$ cat config.mk
export PLATFORM = sky130hd
export DESIGN_NAME = phy_ctl_reg
export DESIGN_NICKNAME = d
export VERILOG_FILES = /design/src/rtl/phy_ctl_pkg.sv /design/src/rtl/phy_rst_sync.sv /design/src/rtl/phy_ctl_regs.sv /design/src/rtl/phy_mii_gate.sv /design/src/rtl/phy_ctl_reg.sv
export SDC_FILE = /design/constraint.sdc
export NUM_CORES = 1
export LEC_CHECK = 0
export BUFFER_PORTS_ARGS = -buffer_cell sky130_fd_sc_hd__buf_2
export CORE_MARGIN = 2
export CORE_UTILIZATION = 28
export CTS_BUF_LIST = sky130_fd_sc_hd__clkbuf_16
export CTS_CLUSTER_DIAMETER = 60
export DETAILED_ROUTE_END_ITERATION = 8
export GPL_ROUTABILITY_DRIVEN = 1
export PLACE_DENSITY = 0.76
export REMOVE_ABC_BUFFERS = 1
export SLEW_MARGIN = 25
export SYNTH_ARGS = -nofsm -noshare
export SYNTH_HDL_FRONTEND = slang
export SYNTH_SLANG_ARGS = --single-unit
export TNS_END_PERCENT = 10
$ cat constraint.sdc
create_clock -name clk -period 1.1 [get_ports clk]
set_clock_uncertainty 0.05 [all_clocks]
set_input_delay 0.22 -clock clk [delete_from_list [all_inputs] [get_ports clk]]
set_output_delay 0.22 -clock clk [all_outputs]
set_load 0.01 [all_outputs]
$ cat src/rtl/phy_ctl_pkg.sv
package phy_ctl_pkg;
  localparam int REG_W      = 16;
  // Bit positions decoded by the management agent
  localparam int POS_AN_EN  = 12;
  localparam int POS_ISO    = 10;
  localparam int POS_RESTRT = 9;
  localparam int POS_DUPLEX = 8;

  typedef struct packed {
    logic an_en;
    logic iso;
    logic restart;
    logic duplex;
  } ctl_wr_t;
endpackage

$ cat src/rtl/phy_rst_sync.sv
module phy_rst_sync #(
  parameter int STAGES = 2
) (
  input  logic clk,
  input  logic rst_n,
  output logic rst_sync_n
);
  logic [STAGES-1:0] chain_q;

  always_ff @(posedge clk or negedge rst_n) begin
    if (!rst_n) chain_q <= '0;
    else        chain_q <= {chain_q[STAGES-2:0], 1'b1};
  end

  assign rst_sync_n = chain_q[STAGES-1];
endmodule

$ cat src/rtl/phy_ctl_regs.sv
module phy_ctl_regs
  import phy_ctl_pkg::*;
(
  input  logic    clk,
  input  logic    rst_ni,
  input  logic    wr_en,
  input  ctl_wr_t wr_bits,
  input  logic    an_pin,
  output logic    an_sw,
  output logic    iso,
  output logic    dup_bit,
  output logic    an_active,
  output logic    restart_pulse
);
  logic an_sw_q, an_sw_d, an_sw_ce;
  logic iso_q, iso_d, iso_ce;
  logic dup_q, dup_d, dup_ce;
  logic rst_q, rst_d;
  logic en_after_wr;

  assign an_active = an_pin & an_sw_q;

  always_comb begin
    an_sw_ce    = wr_en & an_pin;
    an_sw_d     = wr_bits.an_en;
    iso_ce      = wr_en;
    iso_d       = wr_bits.iso;
    dup_ce      = wr_en & ~an_active;
    dup_d       = wr_bits.duplex;
    en_after_wr = an_pin & (an_sw_ce ? an_sw_d : an_sw_q);
    rst_d       = wr_en & wr_bits.restart & en_after_wr;
  end

  always_ff @(posedge clk or negedge rst_ni) begin
    if (!rst_ni) begin
      an_sw_q <= 1'b1;
      iso_q   <= 1'b0;
      dup_q   <= 1'b0;
      rst_q   <= 1'b0;
    end else begin
      if (an_sw_ce) an_sw_q <= an_sw_d;
      if (iso_ce)   iso_q   <= iso_d;
      if (dup_ce)   dup_q   <= dup_d;
      rst_q <= rst_d;
    end
  end

  assign an_sw         = an_sw_q;
  assign iso           = iso_q;
  assign dup_bit       = dup_q;
  assign restart_pulse = rst_q;


  restart_one_cycle_chk: assert property (@(posedge clk) disable iff (!rst_ni)
    restart_pulse |=> !restart_pulse);

  restart_needs_write_chk: assert property (@(posedge clk) disable iff (!rst_ni)
    restart_pulse |-> $past(wr_en && wr_bits.restart && an_pin));

  pin_blocks_write_chk: assert property (@(posedge clk) disable iff (!rst_ni)
    ($past(!an_pin) && $past(wr_en)) |-> $stable(an_sw));

  duplex_locked_chk: assert property (@(posedge clk) disable iff (!rst_ni)
    ($past(an_active) && $past(wr_en)) |-> $stable(dup_bit));

  iso_clear_chk: assert property (@(posedge clk) disable iff (!rst_ni)
    $past(wr_en && !wr_bits.iso) |-> !iso);
endmodule

$ cat src/rtl/phy_mii_gate.sv
module phy_mii_gate #(
  parameter int DATA_W = 4
) (
  input  logic              iso,
  input  logic [DATA_W-1:0] mac_txd,
  input  logic              mac_tx_en,
  output logic [DATA_W-1:0] core_txd,
  output logic              core_tx_en,
  input  logic [DATA_W-1:0] core_rxd,
  input  logic              core_rx_dv,
  output logic [DATA_W-1:0] mii_rxd,
  output logic              mii_rx_dv,
  output logic              mii_rx_oe
);
  for (genvar i = 0; i < DATA_W; i++) begin : g_lane
    assign core_txd[i] = mac_txd[i] & ~iso;
    assign mii_rxd[i]  = core_rxd[i] & ~iso;
  end

  assign core_tx_en = mac_tx_en & ~iso;
  assign mii_rx_dv  = core_rx_dv & ~iso;
  assign mii_rx_oe  = ~iso;


  iso_gate_chk: assert final (!(iso && (core_tx_en || mii_rx_oe || mii_rx_dv)));
endmodule

$ cat src/rtl/phy_ctl_reg.sv
module phy_ctl_reg
  import phy_ctl_pkg::*;
#(
  parameter int DATA_W      = 4,
  parameter int SYNC_STAGES = 2
) (
  input  logic              clk,
  input  logic              rst_n,
  input  logic              wr_en,
  input  logic [REG_W-1:0]  wr_data,
  output logic [REG_W-1:0]  rd_data,
  input  logic              an_pin,
  output logic              an_active,
  output logic              an_restart,
  output logic              full_duplex,
  output logic              isolate,
  input  logic [DATA_W-1:0] mac_txd,
  input  logic              mac_tx_en,
  output logic [DATA_W-1:0] core_txd,
  output logic              core_tx_en,
  input  logic [DATA_W-1:0] core_rxd,
  input  logic              core_rx_dv,
  output logic [DATA_W-1:0] mii_rxd,
  output logic              mii_rx_dv,
  output logic              mii_rx_oe
);
  logic    rst_ni;
  ctl_wr_t wr_bits;
  logic    an_sw, iso, dup_bit;
  logic    wr_spare_bits;

  assign wr_bits.an_en   = wr_data[POS_AN_EN];
  assign wr_bits.iso     = wr_data[POS_ISO];
  assign wr_bits.restart = wr_data[POS_RESTRT];
  assign wr_bits.duplex  = wr_data[POS_DUPLEX];
  assign wr_spare_bits   = ^{wr_data[15:13], wr_data[11], wr_data[7:0]};

  phy_rst_sync #(.STAGES(SYNC_STAGES)) u_rst (
    .clk(clk), .rst_n(rst_n), .rst_sync_n(rst_ni));

  phy_ctl_regs u_regs (
    .clk(clk), .rst_ni(rst_ni), .wr_en(wr_en), .wr_bits(wr_bits),
    .an_pin(an_pin), .an_sw(an_sw), .iso(iso), .dup_bit(dup_bit),
    .an_active(an_active), .restart_pulse(an_restart));

  phy_mii_gate #(.DATA_W(DATA_W)) u_gate (
    .iso(iso), .mac_txd(mac_txd), .mac_tx_en(mac_tx_en),
    .core_txd(core_txd), .core_tx_en(core_tx_en),
    .core_rxd(core_rxd), .core_rx_dv(core_rx_dv),
    .mii_rxd(mii_rxd), .mii_rx_dv(mii_rx_dv), .mii_rx_oe(mii_rx_oe));

  always_comb begin
    rd_data             = '0;
    rd_data[POS_AN_EN]  = an_sw;
    rd_data[POS_ISO]    = iso;
    rd_data[POS_DUPLEX] = dup_bit;
  end

  assign full_duplex = dup_bit & ~an_active;
  assign isolate     = iso;


  duplex_vs_neg_chk: assert property (@(posedge clk) disable iff (!rst_ni)
    full_duplex |-> !an_active);

  spare_zero_chk: assert property (@(posedge clk) disable iff (!rst_ni)
    (rd_data & 16'hEAFF) == 16'h0 || wr_spare_bits);
endmodule

==> results.yml <==
clock_tree:
  htree_levels: 1
  clockBufferDepth: 2
  clock_latency_ps: 230
  cts_made_buffers: 3
  clkSinkCount: 6
  cts-root-buf: "clkbuf_16"
  cts_tree: "done"
  clk_pin_slew_ps: 40
yosys:
  yosysWarnings: 0
  synth_cell_types: 14
  synth_seq_cells: 6
  syn_area_sq_um: 420.4
  ys_seq_area_share_pct: 36.01
  syn_avg_cell_area_sq_um: 9.139
  synthCells: 46
setup_path:
  reg2reg_setup_slack_ps: -40
  path_buf_inv: 1
  crit_path_end_kind: "output port"
  crit_family: "flip-flops"
  cp_cell_sequence: "and2_4 -> nor2b_1 -> buf_2"
  cp-start-kind: "flip-flop"
  arrival_ps: 1050
  cp_data_required_time_ps: 830
  crit_path_top_delay_cell: "dfstp_2"
  max_stage_delay_ps: 530
  worst-path-max-fanout: 3
  critPathKind: "flip-flop to output port"
pwr:
  p_leak_uw: 0.0003805
  power_uw: 1080
  vdd_drop_max_mv: 1.112
  power.density_nw_per_um2: 1666
routing:
  ant_nets: 0
  wl_um: 827
  vias_per_cell: 3.633
  drt_iter0_drc: 1
  drc: 0
  drt_pass1_iterations: 2
  dr_total_vias: 356
  wl_per_cell_um: 8.439
sta:
  rsz0062_at_grt: "true"
  finalHoldViolCount: 0
  max_freq_ghz: 0.7601
  period_needed_ps: 1316
  fin_crit_sh_pct: 119.6
  drv_slew: 0
  timing.final.ws_setup_ps: -215.6
  finalSetupViolCount: 17
global_route:
  grt_pass1_wl_mm: 1.235
  gr-total-overflow: 0
  grt_max_degree: 14
  grt_pass1_vias: 289
  grtUsageTotal_pct: 9.474
  grt_antenna_before_repair: 0
floorplanning:
  pin_count: 61
  rows: 13
  die_x_um: 42.75
  die_h_um: 42.75
  core_sq_um: 1350
  start_util_pct: 31.14
  fp.dieArea_sq_um: 1828
placed_design:
  routabilityCongestion: 0.6418
  dp_cells: 92
  port_buffers: 35
final_layout:
  fillers: 130
  diodes: 0
  stdcell_count: 98
  syn_to_final_growth_pct: 54.17
  drive_gt1_share_pct: 55.42
  layout.nets: 114
outcome:
  violations: "negative setup slack"
  status: "finished, violations left"
hold_path:
  hp-class: "flip-flop to async pin"
flow_run:
  max_cap_viol_count: 0
[cells in the mapped netlist, drive strengths merged]
cell type,number,share of area [%]
inv,1,0.89
buf,17,30
conb,2,1.8
dfstp,1,6.3
dfrtp,5,30
o21ai,1,1.2
mux2,2,6.2
nor2,1,0.89
a21boi,1,2.7
nand2,3,2.7
nor2b,11,16
and2,1,1.5
[per-stage QoR]
stage          utilization [%]  worst slack (ps)  instance area, sq um  hold WS (ps)  TNS, ps
2_1_floorplan                -            -9.601                 340.3        -125.6   -9.601
4_1_cts                  48.01            -224.9                 648.1         8.980    -2175
6_report                 48.01            -215.6                 648.1         3.309    -2041
3_3_place_gp             40.13            -4.471                 541.8        -42.17   -4.471
3_5_place_dp             40.13            -9.971                 541.8        -40.59   -9.971
5_1_grt                  48.01            -247.5                 648.1         20.02    -2806
[layer usage]
metal	vias to the layer above	global-route usage (%)	wire length [um]
met1	148	8.571	278
met5	-	0	0
met4	0	7.500	7
li1	184	-	-
met3	2	5.106	101
met2	22	15.45	440
[sequential cells by signal, indices dropped and copies added (netlist names)]
| register | flops |
|---|---|
| u_regs.restart_pulse | 1 |
| u_regs.dup_bit | 1 |
| u_regs.iso | 1 |
| u_rst.chain_q | 2 |
| u_regs.an_sw | 1 |
[final timing paths]
path | startpoint | depth (start not counted) | endpoint
max | u_regs.an_sw$_DFF_PN1_ | 3 | full_duplex
min | u_rst.chain_q[1]$_DFF_PN0_ | 0 | u_regs.dup_bit$_DFFE_PN0P_
max reg2reg | u_regs.an_sw$_DFF_PN1_ | 3 | u_regs.dup_bit$_DFFE_PN0P_
min reg2reg | u_rst.chain_q[1]$_DFF_PN0_ | 0 | u_regs.dup_bit$_DFFE_PN0P_
max in group asynchronous | rst_n | 2 | u_rst.chain_q[0]$_DFF_PN0_
min in group clk | wr_data[10] | 3 | u_regs.iso$_DFFE_PN0P_
[worst reg2reg max path: stages, from the launching register on]
cell and delay (ps):
dfstp_2 530, buf_4 110, a21boi_2 50, mux2_4 290
[cells by family (layout without fill, tap and decap cells)]
kind of cell	count (synthesis)	in the layout	synth area share, %
buffers and inverters	18	43	30.65
flip-flops	6	6	36.01
multiplexers	2	2	6.249
AO/OA/AOI/OAI	2	2	3.868
AND/OR/NAND/NOR	16	16	21.43
other	2	14	1.786
[placed cells by master (no fill, tap or decap)]
cell type,netlist,routed
nor2_1,1,1
nor2b_1,11,11
conb_1,2,14
o21ai_0,1,1
and2_4,0,1
buf_4,16,2
dfrtp_2,0,1
buf_6,0,1
dfrtp_1,5,4
dlygate4sd3_1,0,1
clkbuf_16,0,3
mux2_4,1,1
dfstp_2,1,1
inv_1,1,2
a21boi_2,1,1
mux2_2,1,1
buf_2,1,34
nand2_1,3,3
[where the power goes]
part,switching [uW],leakage [uW],internal (uW)
registers,21.5,0.0000702,246
clock network,118,0.0000423,471
logic,104,0.000268,118
total,244,0.000380,835
[repair_timing]
item                                    CTS  global route
endpoints found under the setup margin   16            17
resized for setup                         3             0
buffers inserted                          1             0
hold buffers                              1             0
pin swaps                                 1             0
hold endpoints to repair                  2             0
[area by class of cell]
type	count	area (sq um)	area share, %
clock inverters	1	3.754	0.5792
inverters	1	3.754	0.5792
repair buffers	38	206.4	31.85
flip-flops and latches	6	152.6	23.55
multi-input cells	34	187.7	28.96
well taps	15	18.77	2.896
clock buffers	3	75.07	11.58
Power figures use the tool's default switching activity.
